$ cat src/rtl/shf_pkg.sv
package shf_pkg;

    typedef enum logic [1:0] {
        SHF_LSL = 2'b00,
        SHF_LSR = 2'b01,
        SHF_ASR = 2'b10,
        SHF_RSV = 2'b11
    } shf_op_e;

    // bit positions inside the flag and mask vectors
    localparam int FLG_Z   = 0;
    localparam int FLG_S   = 1;
    localparam int FLG_OV  = 2;
    localparam int FLG_CY  = 3;
    localparam int FLG_SAT = 4;
    localparam int NFLAG   = 4;
    localparam int NMASK   = 5;

    typedef struct packed {
        logic cy;
        logic ov;
        logic s;
        logic z;
    } flag_t;

endpackage

$ cat src/rtl/shf_cnt_sel.sv
module shf_cnt_sel #(
    parameter int DATA_W = 32,
    parameter int CNT_W  = $clog2(DATA_W)
) (
    input  logic              use_imm,
    input  logic [DATA_W-1:0] cnt_reg,
    input  logic [CNT_W-1:0]  cnt_imm,
    output logic [CNT_W-1:0]  cnt_eff
);

    // only the bits that can address a position take part
    always_comb begin
        cnt_eff = use_imm ? cnt_imm : cnt_reg[CNT_W-1:0];
    end

endmodule

$ cat src/rtl/shf_barrel.sv
module shf_barrel
    import shf_pkg::*;
#(
    parameter int DATA_W = 32,
    parameter int CNT_W  = $clog2(DATA_W)
) (
    input  shf_op_e           op,
    input  logic [DATA_W-1:0] operand,
    input  logic [CNT_W-1:0]  cnt,
    output logic [DATA_W-1:0] result,
    output logic              carry
);

    // one guard bit below the data catches the last bit shifted out
    localparam int EXT_W = DATA_W + 1;

    function automatic logic [DATA_W-1:0] bit_rev(input logic [DATA_W-1:0] v);
        logic [DATA_W-1:0] r;
        for (int i = 0; i < DATA_W; i++) begin
            r[i] = v[DATA_W-1-i];
        end
        return r;
    endfunction

    logic                       go_left;
    logic                       fill_bit;
    logic [DATA_W-1:0]          src;
    logic [CNT_W:0][EXT_W-1:0]  stage;
    logic [DATA_W-1:0]          right_res;

    always_comb begin
        go_left  = (op == SHF_LSL);
        fill_bit = (op == SHF_ASR) && operand[DATA_W-1];
        src      = go_left ? bit_rev(operand) : operand;
    end

    assign stage[0] = {src, 1'b0};

    generate
        for (genvar k = 0; k < CNT_W; k++) begin : g_stage
            localparam int SH = 1 << k;
            assign stage[k+1] = cnt[k] ? {{SH{fill_bit}}, stage[k][EXT_W-1:SH]}
                                       : stage[k];
        end
    endgenerate

    always_comb begin
        right_res = stage[CNT_W][EXT_W-1:1];
        carry     = stage[CNT_W][0];
        result    = go_left ? bit_rev(right_res) : right_res;
    end

endmodule

$ cat src/rtl/shf_flag_gen.sv
module shf_flag_gen
    import shf_pkg::*;
#(
    parameter int DATA_W = 32
) (
    input  logic [DATA_W-1:0] result,
    input  logic              carry,
    output flag_t             flags,
    output logic [NMASK-1:0]  upd_mask
);

    always_comb begin
        flags.cy = carry;
        flags.ov = 1'b0;
        flags.s  = result[DATA_W-1];
        flags.z  = ~|result;
        upd_mask = '0;
        for (int i = 0; i < NFLAG; i++) begin
            upd_mask[i] = 1'b1;
        end
        upd_mask[FLG_SAT] = 1'b0;
    end

endmodule

$ cat src/rtl/shift_flag_unit.sv
module shift_flag_unit
    import shf_pkg::*;
#(
    parameter  int DATA_W = 32,
    localparam int CNT_W  = $clog2(DATA_W)
) (
    input  logic              clk,
    input  logic              rst_n,
    input  logic              op_valid,
    input  logic [1:0]        op_kind,
    input  logic              use_imm,
    input  logic [DATA_W-1:0] cnt_reg,
    input  logic [CNT_W-1:0]  cnt_imm,
    input  logic [DATA_W-1:0] operand,
    output logic [DATA_W-1:0] result,
    output logic [NFLAG-1:0]  cur_flags,
    output logic [NMASK-1:0]  upd_mask,
    output logic [NFLAG-1:0]  flags_q
);

    typedef struct packed {
        flag_t flags;
    } state_t;

    logic [CNT_W-1:0] cnt_eff;
    logic             carry_w;
    flag_t            flags_w;
    state_t           st_d;
    state_t           st_q;

    shf_cnt_sel #(.DATA_W(DATA_W), .CNT_W(CNT_W)) u_cnt (
        .use_imm (use_imm),
        .cnt_reg (cnt_reg),
        .cnt_imm (cnt_imm),
        .cnt_eff (cnt_eff)
    );

    shf_barrel #(.DATA_W(DATA_W), .CNT_W(CNT_W)) u_barrel (
        .op      (shf_op_e'(op_kind)),
        .operand (operand),
        .cnt     (cnt_eff),
        .result  (result),
        .carry   (carry_w)
    );

    shf_flag_gen #(.DATA_W(DATA_W)) u_flags (
        .result   (result),
        .carry    (carry_w),
        .flags    (flags_w),
        .upd_mask (upd_mask)
    );

    always_comb begin
        st_d = st_q;
        if (op_valid) begin
            st_d.flags = flags_w;
        end
    end

    always_ff @(posedge clk or negedge rst_n) begin
        if (!rst_n) begin
            st_q <= '0;
        end else begin
            st_q <= st_d;
        end
    end

    assign cur_flags = flags_w;
    assign flags_q   = st_q.flags;

endmodule

$ cat config.mk
export PLATFORM = sky130hd
export DESIGN_NAME = shift_flag_unit
export DESIGN_NICKNAME = d
export VERILOG_FILES = /design/src/rtl/shf_pkg.sv /design/src/rtl/shf_cnt_sel.sv /design/src/rtl/shf_barrel.sv /design/src/rtl/shf_flag_gen.sv /design/src/rtl/shift_flag_unit.sv
export SDC_FILE = /design/constraint.sdc
export NUM_CORES = 1
export LEC_CHECK = 0
export BUFFER_PORTS_ARGS = -buffer_cell sky130_fd_sc_hd__buf_2
export CORE_MARGIN = 1
export CORE_UTILIZATION = 50
export CTS_CLUSTER_SIZE = 8
export DETAILED_ROUTE_END_ITERATION = 10
export GPL_TIMING_DRIVEN = 1
export PLACE_DENSITY_LB_ADDON = 0.05
export SLEW_MARGIN = 0
export SYNTH_ARGS = -nofsm -noshare
export SYNTH_HDL_FRONTEND = slang
export SYNTH_SLANG_ARGS = --single-unit
$ cat constraint.sdc
create_clock -name clk -period 3.6 [get_ports clk]
set_clock_uncertainty 0.2 [all_clocks]
set_input_delay 0 -clock clk [delete_from_list [all_inputs] [get_ports clk]]
set_output_delay 0 -clock clk [all_outputs]
set_load 0.1 [all_outputs]
==> results.sh, run 1 <==
export IMPL_synth_distinct_cells=65
export IMPL_period_needed_ns=3.506
export IMPL_setup_viol=0
export IMPL_critPathKind="input pin to output port"
export IMPL_cts_root_buf="clkbuf_8"
export IMPL_finalWirelength_mm=15.24
export IMPL_clk_pin_slew_ns=0.03
export IMPL_final_common_cell="buf_4"
export IMPL_final_hold_viol_count=0
export IMPL_synth_xor_area_share=0
export IMPL_place_gp_congestion=0.9998
export IMPL_io_buffers=85
export IMPL_antenna_cells=0
export IMPL_r2r_end="flags_q[1]$_DFFE_PN0P_"
export IMPL_tightest_slew_ns=0.5532
export IMPL_synth_compound_area_frac=0.2563
export IMPL_cts_sinks=3
export IMPL_pwr_share_clk=0.052
export IMPL_total_power_w=0.001916
export IMPL_post_route_period_util=0.9738
export IMPL_post_place_ws_ns=-0.05898
export IMPL_ff2ff_setup_slack_ns=2.64
export IMPL_cts_tree="done"
export IMPL_track_usage=0.4064
export IMPL_ys_async_sr_fraction=1.000
export IMPL_crit_required_ns=3.40
export IMPL_switchingPower_w=0.001176
export IMPL_fin_ws_ns=0.09428
export IMPL_synth_area_mux_share=0.4236
export IMPL_via_count=4804
export IMPL_multi_input_area_sq_um=3372
export IMPL_mostFrequentLayoutCells="87 x buf_4, 64 x buf_2, 57 x nand2_1"
export IMPL_crit_path_max_fanout=22
export IMPL_synth_adder_area_share=0
export IMPL_relSlewSlack=0.6299
export IMPL_p_per_area_nw_per_um2=374.2
export IMPL_grt_pass1_wl_mm=23.65
export IMPL_die_height_um=86.20
export IMPL_first_global_vias=4498
export IMPL_drc=0
export IMPL_via_per_inst=7.013
export IMPL_placed_area_sq_um=4964
export IMPL_ir_worst_vdd_mv=0.1669
export IMPL_dr_pass1_iters=5
export IMPL_maxSlewViolCount=0
export IMPL_ant_nets=0
export IMPL_synth_edf_count=0
export IMPL_ys_seq_area_frac=0.02118
export IMPL_ys_warn_count=0
export IMPL_endpoint_kind="output port"
export IMPL_syn_to_final_growth_pct=44.44
export IMPL_worstPathArrival_ns=3.31
export IMPL_min_from="flags_q[0]$_DFFE_PN0P_"
export IMPL_syn_inst=449
export IMPL_grt_antenna_before_repair=0
export IMPL_insertion_delay_ns=0.22
export IMPL_dieArea_sq_um=7430
export IMPL_fillCellCount=514
export IMPL_wl_per_cell_um=22.24
export IMPL_critPathLaunchType="input pin"
export IMPL_core_rowCount=30
export IMPL_die_x_um=86.20
export IMPL_start_util=0.5189
export IMPL_synth_simple_area_share=0.2157
export IMPL_largest_reg_flops=3
export IMPL_p_seq_frac=0.021
export IMPL_combPwrFrac=0.927
export IMPL_min_delay_path_class="flip-flop to flip-flop"
export IMPL_power_share_switching=0.6136
export IMPL_cts_buffers=3
export IMPL_p_int_w=0.0007403
export IMPL_cts_buffer_depth=2
export IMPL_synth_avg_cell_area_sq_um=7.895
export IMPL_drt_iter0_markers=655
export IMPL_timing_fmax_mhz=285.2
export IMPL_core_sq_um=6832
export IMPL_synth_top_family_by_area="multiplexers"
export IMPL_drive_gt1_frac=0.4567
export IMPL_synth_seq_cells=3
export IMPL_synth_area_sq_um=3545
export IMPL_worstReg2RegStart="flags_q[1]$_DFFE_PN0P_"
export IMPL_rsz0062_at_grt="false"
export IMPL_fin_nets=665
export IMPL_p_leak_nw=2.144
export IMPL_outcome="completed"
export IMPL_dp_hpwl_mm=11.83
export IMPL_cap_violations=0
export IMPL_rr_worst_depth=1
export IMPL_fin_setup_tns_ns=0
export IMPL_boundaryPins=120
export IMPL_h_tree_depth=1
export IMPL_fin_area_sq_um=5120
export IMPL_hold_path_end="flags_q[0]$_DFFE_PN0P_"
export IMPL_regArea_sq_um=75.07
export IMPL_grt_max_degree=42
export IMPL_holdPathStages=1
export IMPL_overflow=0
export IMPL_ys_flop_type="dfrtp_1"
cells in the mapped netlist, types with 4 or more instances:
cell type,n,area share
o22ai_1,12,0.021
mux2i_1,38,0.11
nor3_1,15,0.021
buf_2,11,0.016
clkbuf_1,17,0.018
mux2_2,9,0.029
a31oi_1,5,0.0088
mux4_2,41,0.26
o21ai_0,28,0.040
mux2i_2,4,0.016
nand3_1,19,0.027
nand2_1,57,0.060
o31ai_1,5,0.011
a21oi_1,27,0.038
buf_6,5,0.016
buf_4,13,0.028
nor2_1,47,0.050
a211oi_1,5,0.011
a2111oi_0,5,0.012
o21a_1,10,0.021
metrics by stage:
step,hold WS (ns),utilization,instances
after CTS,0.2808,0.7407,681
after detailed placement,-0.4021,0.7266,671
final,0.2818,0.7495,685
after global placement,-0.4061,0.7266,671
after global routing,0.3028,0.7495,685
after floorplan,-0.4956,-,454
power groups by stage:
stage / clock network [W] / logic [W] / registers (W)
detailed placement: 0 / 0.00172 / 0.0000413
global route: 0.000104 / 0.00184 / 0.0000414
global placement: 0 / 0.00169 / 0.0000405
CTS: 0.000101 / 0.00173 / 0.0000408
floorplan: 0 / 0.00113 / 0.0000746
finish: 0.0000994 / 0.00178 / 0.0000410
layout make-up:
class	instances	area share
Tap cell	96	0.02346
Clock buffer	4	0.008798
Inverter	1	0.0007331
Timing Repair Buffer	179	0.2937
Sequential cell	3	0.01466
Multi-Input combinational cell	402	0.6586
per-layer routing:
layer	up-vias	track usage	part of all wire
met5	-	0	0
met4	0	0.1409	0.040
met3	66	0.04952	0.098
met2	416	0.7114	0.49
met1	2265	0.5191	0.37
li1	2057	-	-
critical path, cell delays in order:
cell and delay [ns]:
buf_2 0.18, mux2i_2 0.30, buf_12 0.21, mux4_2 0.35, mux2i_1 0.31, buf_4 0.18, o22ai_1 0.10, nor2_1 0.20
o21ai_0 0.19, a2111oi_2 0.36, nand4_1 0.26, nor4_4 0.33, buf_4 0.16, buf_12 0.16
how the worst max path moves through the flow:
stage                    start                endpoint  cells after the start
global route           use_imm            cur_flags[0]                     13
detailed placement  op_kind[0]            cur_flags[0]                     13
floorplan              use_imm  flags_q[0]$_DFFE_PN0P_                     12
global placement    op_kind[0]            cur_flags[0]                     13
CTS                 op_kind[1]            cur_flags[0]                     13
finish                 use_imm            cur_flags[0]                     14
timing repair:
item | in CTS | in global routing
buffers inserted | 2 | 4
hold endpoints to repair | 6 | 0
hold buffers | 3 | 0
gates resized for setup | 0 | 7
pin swaps | 1 | 3
cloned | 1 | 0
endpoints found under the setup margin | 1 | 1
cells by family (layout without fill, tap and decap cells):
family | after synthesis | after routing
AO/OA/AOI/OAI | 135 | 135
buffers and inverters | 50 | 184
flip-flops | 3 | 3
multiplexers | 95 | 95
other | 2 | 7
AND/OR/NAND/NOR | 164 | 165
Power figures use the tool's default switching activity.
==> run 2, diff against run 1 <==
Settings changed: CAP_MARGIN from default to 5, PLACE_DENSITY from default to 0.82, PLACE_DENSITY_LB_ADDON 0.05 to default, RECOVER_POWER from default to 50.
==> results.sh, run 2 (synthesized netlist as in run 1, its figures left out) <==
export IMPL_crit_slowest_cell="mux4_2"
export IMPL_clk_pin_slew_ns=0.03
export IMPL_critical_path_max_stage_delay_ns=0.55
export IMPL_rsz0062_at_grt="false"
export IMPL_core_sq_um=6832
export IMPL_drc=0
export IMPL_overflow=0
export IMPL_cts_buffer_depth=2
export IMPL_period_needed_ns=3.500
export IMPL_maxSlewViolCount=0
export IMPL_placed_area_sq_um=4758
export IMPL_syn_to_final_growth_pct=36.85
export IMPL_finalWirelength_mm=14.53
export IMPL_setup_viol=0
export IMPL_place_gp_congestion=1.074
export IMPL_via_count=4595
export IMPL_insertion_delay_ns=0.21
export IMPL_die_height_um=86.20
export IMPL_drive_gt1_frac=0.4288
export IMPL_worstSetupStartpoint="op_kind[1]"
export IMPL_tightest_slew_ns=1.181
export IMPL_track_usage=0.3858
export IMPL_fin_ws_ns=0.09988
export IMPL_worstPathArrival_ns=3.30
export IMPL_relSlewSlack=0.2163
export IMPL_io_buffers=85
export IMPL_wl_per_cell_um=21.62
export IMPL_first_global_vias=4177
export IMPL_post_route_period_util=0.9723
export IMPL_ant_nets=0
export IMPL_post_place_ws_ns=0.04418
export IMPL_crit_required_ns=3.40
export IMPL_cap_violations=0
export IMPL_die_x_um=86.20
export IMPL_outcome="completed"
export IMPL_crit_path_max_fanout=12
export IMPL_endpoint_kind="output port"
export IMPL_min_delay_path_class="flip-flop to flip-flop"
export IMPL_antenna_cells=0
export IMPL_dieArea_sq_um=7430
export IMPL_cts_buffers=3
export IMPL_drt_iter0_markers=452
export IMPL_final_hold_viol_count=0
export IMPL_worstReg2RegStart="flags_q[0]$_DFFE_PN0P_"
export IMPL_final_common_cell="buf_4"
export IMPL_p_per_area_nw_per_um2=372.7
export IMPL_fin_area_sq_um=4851
export IMPL_h_tree_depth=1
export IMPL_min_from="flags_q[0]$_DFFE_PN0P_"
export IMPL_fin_nets=652
export IMPL_ff2ff_setup_slack_ns=2.64
export IMPL_fillCellCount=555
export IMPL_boundaryPins=120
export IMPL_p_leak_nw=2.024
export IMPL_dp_hpwl_mm=11.48
export IMPL_cts_root_buf="clkbuf_8"
export IMPL_timing_fmax_mhz=285.7
export IMPL_critPathKind="input pin to output port"
export IMPL_grt_antenna_before_repair=0
export IMPL_mostFrequentLayoutCells="77 x buf_4, 62 x buf_2, 57 x nand2_1"
export IMPL_start_util=0.5189
export IMPL_ir_worst_vdd_mv=0.1322
export IMPL_path_cells="buf_2, nor2_4, buf_4, mux4_2, mux2i_1, mux2i_1, mux4_2, a2111oi_2, nand4_1, nor4_4, buf_12"
export IMPL_grt_max_degree=40
export IMPL_core_rowCount=30
export IMPL_cts_sinks=3
export IMPL_via_per_inst=6.838
export IMPL_largest_reg_flops=3
export IMPL_critPathLaunchType="input pin"
export IMPL_dr_pass1_iters=5
export IMPL_cts_tree="done"
export IMPL_grt_pass1_wl_mm=22.14
-- run 2: cell count changes in the layout (fill, tap and decap cells not counted), moves of 2 or more --
cell / previous run / this run
a2111oi_1: 4 / 2
buf_12: 25 / 14
buf_4: 87 / 77
o21ai_1: 12 / 10
mux2i_4: 4 / 2
clkbuf_1: 1 / 10
mux2i_2: 8 / 10
o21ai_0: 16 / 18
buf_2: 64 / 62
-- run 2: power breakdown --
group          leakage [nW]  internal, W  switching, W
clock network        0.0228    0.0000755     0.0000223
logic                  1.96     0.000543       0.00113
registers            0.0384    0.0000385    0.00000206
total                  2.02     0.000657       0.00115
-- run 2: stage by stage --
stage	util	cells	hold slack, ns	power, W	setup TNS, ns
final	0.7101	672	0.2837	0.001808	0
after global routing	0.7101	672	0.3123	0.001874	0
after CTS	0.7075	668	0.2838	0.001787	0
after detailed placement	0.6965	661	-0.4027	0.001681	0
after global placement	0.6965	661	-0.4045	0.001665	0
after floorplan	-	454	-0.4956	0.001202	-1.083
-- run 2: worst paths after layout --
check	endpoint	depth (start not counted)
min in group asynchronous	flags_q[1]$_DFFE_PN0P_	3
min	flags_q[0]$_DFFE_PN0P_	1
max in group asynchronous	flags_q[3]$_DFFE_PN0P_	3
max	cur_flags[0]	11
min reg2reg	flags_q[0]$_DFFE_PN0P_	1
max reg2reg	flags_q[0]$_DFFE_PN0P_	1
-- run 2: layout make-up --
cell class	instances	area, sq um	area share
Multi-Input combinational cell	401	3349	0.6905
Timing Repair Buffer	167	1257	0.2592
Tap cell	96	120.1	0.02476
Sequential cell	3	75.07	0.01548
Clock buffer	4	45.04	0.009286
Inverter	1	3.754	0.0007738
-- run 2: repair_timing --
item | CTS | global route
resized for setup | 0 | 5
hold buffers | 3 | 0
endpoints found under the setup margin | 0 | 1
hold endpoints to repair | 6 | 0
buffers inserted | 0 | 4
-- run 2: per-layer routing --
layer	GRT usage	part of all wire	wire length, um
met5	0	0	0
met4	0.1848	0.047	678
met3	0.04762	0.098	1419
met2	0.6392	0.47	6883
met1	0.5009	0.38	5544
-- run 2: worst max-delay path, delay by kind of cell --
family	cells	cell delay [ns]
multiplexers	4	1.61
AND/OR/NAND/NOR	3	0.77
buffers and inverters	3	0.63
AO/OA/AOI/OAI	1	0.28
==> run 3, diff against run 2 <==
Settings changed: CORE_UTILIZATION 50 to 40, CTS_CLUSTER_DIAMETER from default to 50, GPL_TIMING_DRIVEN 1 to default, PLACE_DENSITY 0.82 to 0.69.
==> results.sh, run 3 (synthesized netlist as in run 1, its figures left out) <==
export IMPL_outcome="completed"
export IMPL_ff2ff_setup_slack_ns=2.64
export IMPL_first_global_vias=3864
export IMPL_crit_required_ns=3.40
export IMPL_placed_area_sq_um=4674
export IMPL_wl_per_cell_um=20.83
export IMPL_drc=0
export IMPL_dr_pass1_iters=5
export IMPL_final_hold_viol_count=0
export IMPL_cts_root_buf="clkbuf_8"
export IMPL_dieArea_sq_um=9242
export IMPL_cts_buffers=3
export IMPL_critPathLaunchType="input pin"
export IMPL_place_gp_congestion=1.060
export IMPL_regArea_sq_um=75.07
export IMPL_timing_fmax_mhz=284.7
export IMPL_antenna_cells=0
export IMPL_dp_hpwl_mm=11.14
export IMPL_ant_nets=0
export IMPL_cts_sinks=3
export IMPL_start_util=0.4229
export IMPL_track_usage=0.2990
export IMPL_fin_ws_ns=0.08814
export IMPL_total_power_w=0.001778
export IMPL_utilization=0.5756
export IMPL_finalWirelength_mm=13.98
export IMPL_core_sq_um=8382
export IMPL_syn_to_final_growth_pct=36.11
export IMPL_ir_worst_vdd_mv=0.1915
export IMPL_switchingPower_w=0.001131
export IMPL_via_count=4460
export IMPL_drive_gt1_frac=0.4240
export IMPL_pwr_share_clk=0.054
export IMPL_grt_max_degree=41
export IMPL_drt_iter0_markers=437
export IMPL_h_tree_depth=1
export IMPL_worstPathArrival_ns=3.31
export IMPL_p_leak_nw=1.976
export IMPL_mostFrequentLayoutCells="62 x buf_2, 61 x buf_4, 57 x nand2_1"
export IMPL_cts_buffer_depth=2
export IMPL_endpoint_kind="output port"
export IMPL_post_place_ws_ns=0.05631
export IMPL_tightest_slew_ns=1.179
export IMPL_power_share_switching=0.6359
export IMPL_grt_pass1_wl_mm=21.08
export IMPL_overflow=0
export IMPL_period_needed_ns=3.512
export IMPL_holdWs_ns=0.2898
export IMPL_setup_viol=0
export IMPL_fin_area_sq_um=4825
export IMPL_fin_nets=642
export IMPL_p_int_w=0.0006475
export IMPL_fillCellCount=815
export IMPL_min_delay_path_class="flip-flop to flip-flop"
export IMPL_critPathKind="input pin to output port"
export IMPL_multi_input_area_sq_um=3344
export IMPL_core_rowCount=33
export IMPL_cap_violations=0
export IMPL_die_height_um=96.14
export IMPL_cts_tree="done"
export IMPL_insertion_delay_ns=0.21
export IMPL_via_per_inst=6.647
export IMPL_p_seq_frac=0.023
export IMPL_clk_pin_slew_ns=0.03
export IMPL_maxSlewViolCount=0
export IMPL_largest_reg_flops=3
export IMPL_crit_path_max_fanout=10
export IMPL_final_common_cell="buf_2"
export IMPL_boundaryPins=120
export IMPL_die_x_um=96.14
export IMPL_io_buffers=85
export IMPL_post_route_period_util=0.9755
export IMPL_p_per_area_nw_per_um2=368.6
export IMPL_combPwrFrac=0.923
export IMPL_grt_antenna_before_repair=0
export IMPL_relSlewSlack=0.2171
[run 3: cell type report]
class | count | share of cell area
Timing Repair Buffer | 157 | 0.2539
Multi-Input combinational cell | 401 | 0.6932
Inverter | 1 | 0.0007780
Tap cell | 105 | 0.02723
Sequential cell | 3 | 0.01556
Clock buffer | 4 | 0.009336
[run 3: stage by stage]
step	cells	TNS (ns)
floorplan	454	-1.083
global placement	654	0
detailed placement	654	0
CTS	661	0
global route	671	-0.009060
finish	671	0
[run 3: power by group through the flow]
stage	clock, W	combinational (W)	sequential [W]
floorplan	0	0.00113	0.0000746
global placement	0	0.00160	0.0000407
detailed placement	0	0.00161	0.0000411
CTS	0.0000991	0.00161	0.0000407
global route	0.000102	0.00171	0.0000417
finish	0.0000964	0.00164	0.0000408
[run 3: repair_timing]
action	4_1_cts	5_1_grt
endpoints found under the setup margin	0	1
hold buffers	3	0
gates resized for setup	0	4
buffers inserted	0	10
endpoints found under the hold margin	6	0
[run 3: final timing paths]
kind                                   startpoint                      to  cells past startpoint
max                                       use_imm            cur_flags[0]                     11
min                        flags_q[0]$_DFFE_PN0P_  flags_q[0]$_DFFE_PN0P_                      1
max reg2reg                flags_q[0]$_DFFE_PN0P_  flags_q[0]$_DFFE_PN0P_                      1
min reg2reg                flags_q[0]$_DFFE_PN0P_  flags_q[0]$_DFFE_PN0P_                      1
max in group asynchronous                   rst_n  flags_q[1]$_DFFE_PN0P_                      3
min in group asynchronous                   rst_n  flags_q[0]$_DFFE_PN0P_                      3
[run 3: worst max-delay path, stage by stage]
cell      delay, ns
buf_2          0.18
buf_4          0.22
mux2i_2        0.67
clkbuf_1       0.46
nand3_1        0.16
nand2_1        0.12
o21ai_0        0.17
a22o_2         0.32
or4_4          0.43
nor4_4         0.35
buf_12         0.22
[run 3: metal layers]
layer / part of all wire / vias to the layer above / wire length, um / track usage
met5: 0 / - / 0 / 0
met4: 0.029 / 0 / 406 / 0.09453
li1: - / 2011 / - / -
met2: 0.46 / 290 / 6498 / 0.4823
met3: 0.085 / 28 / 1191 / 0.01580
met1: 0.42 / 2131 / 5882 / 0.4264
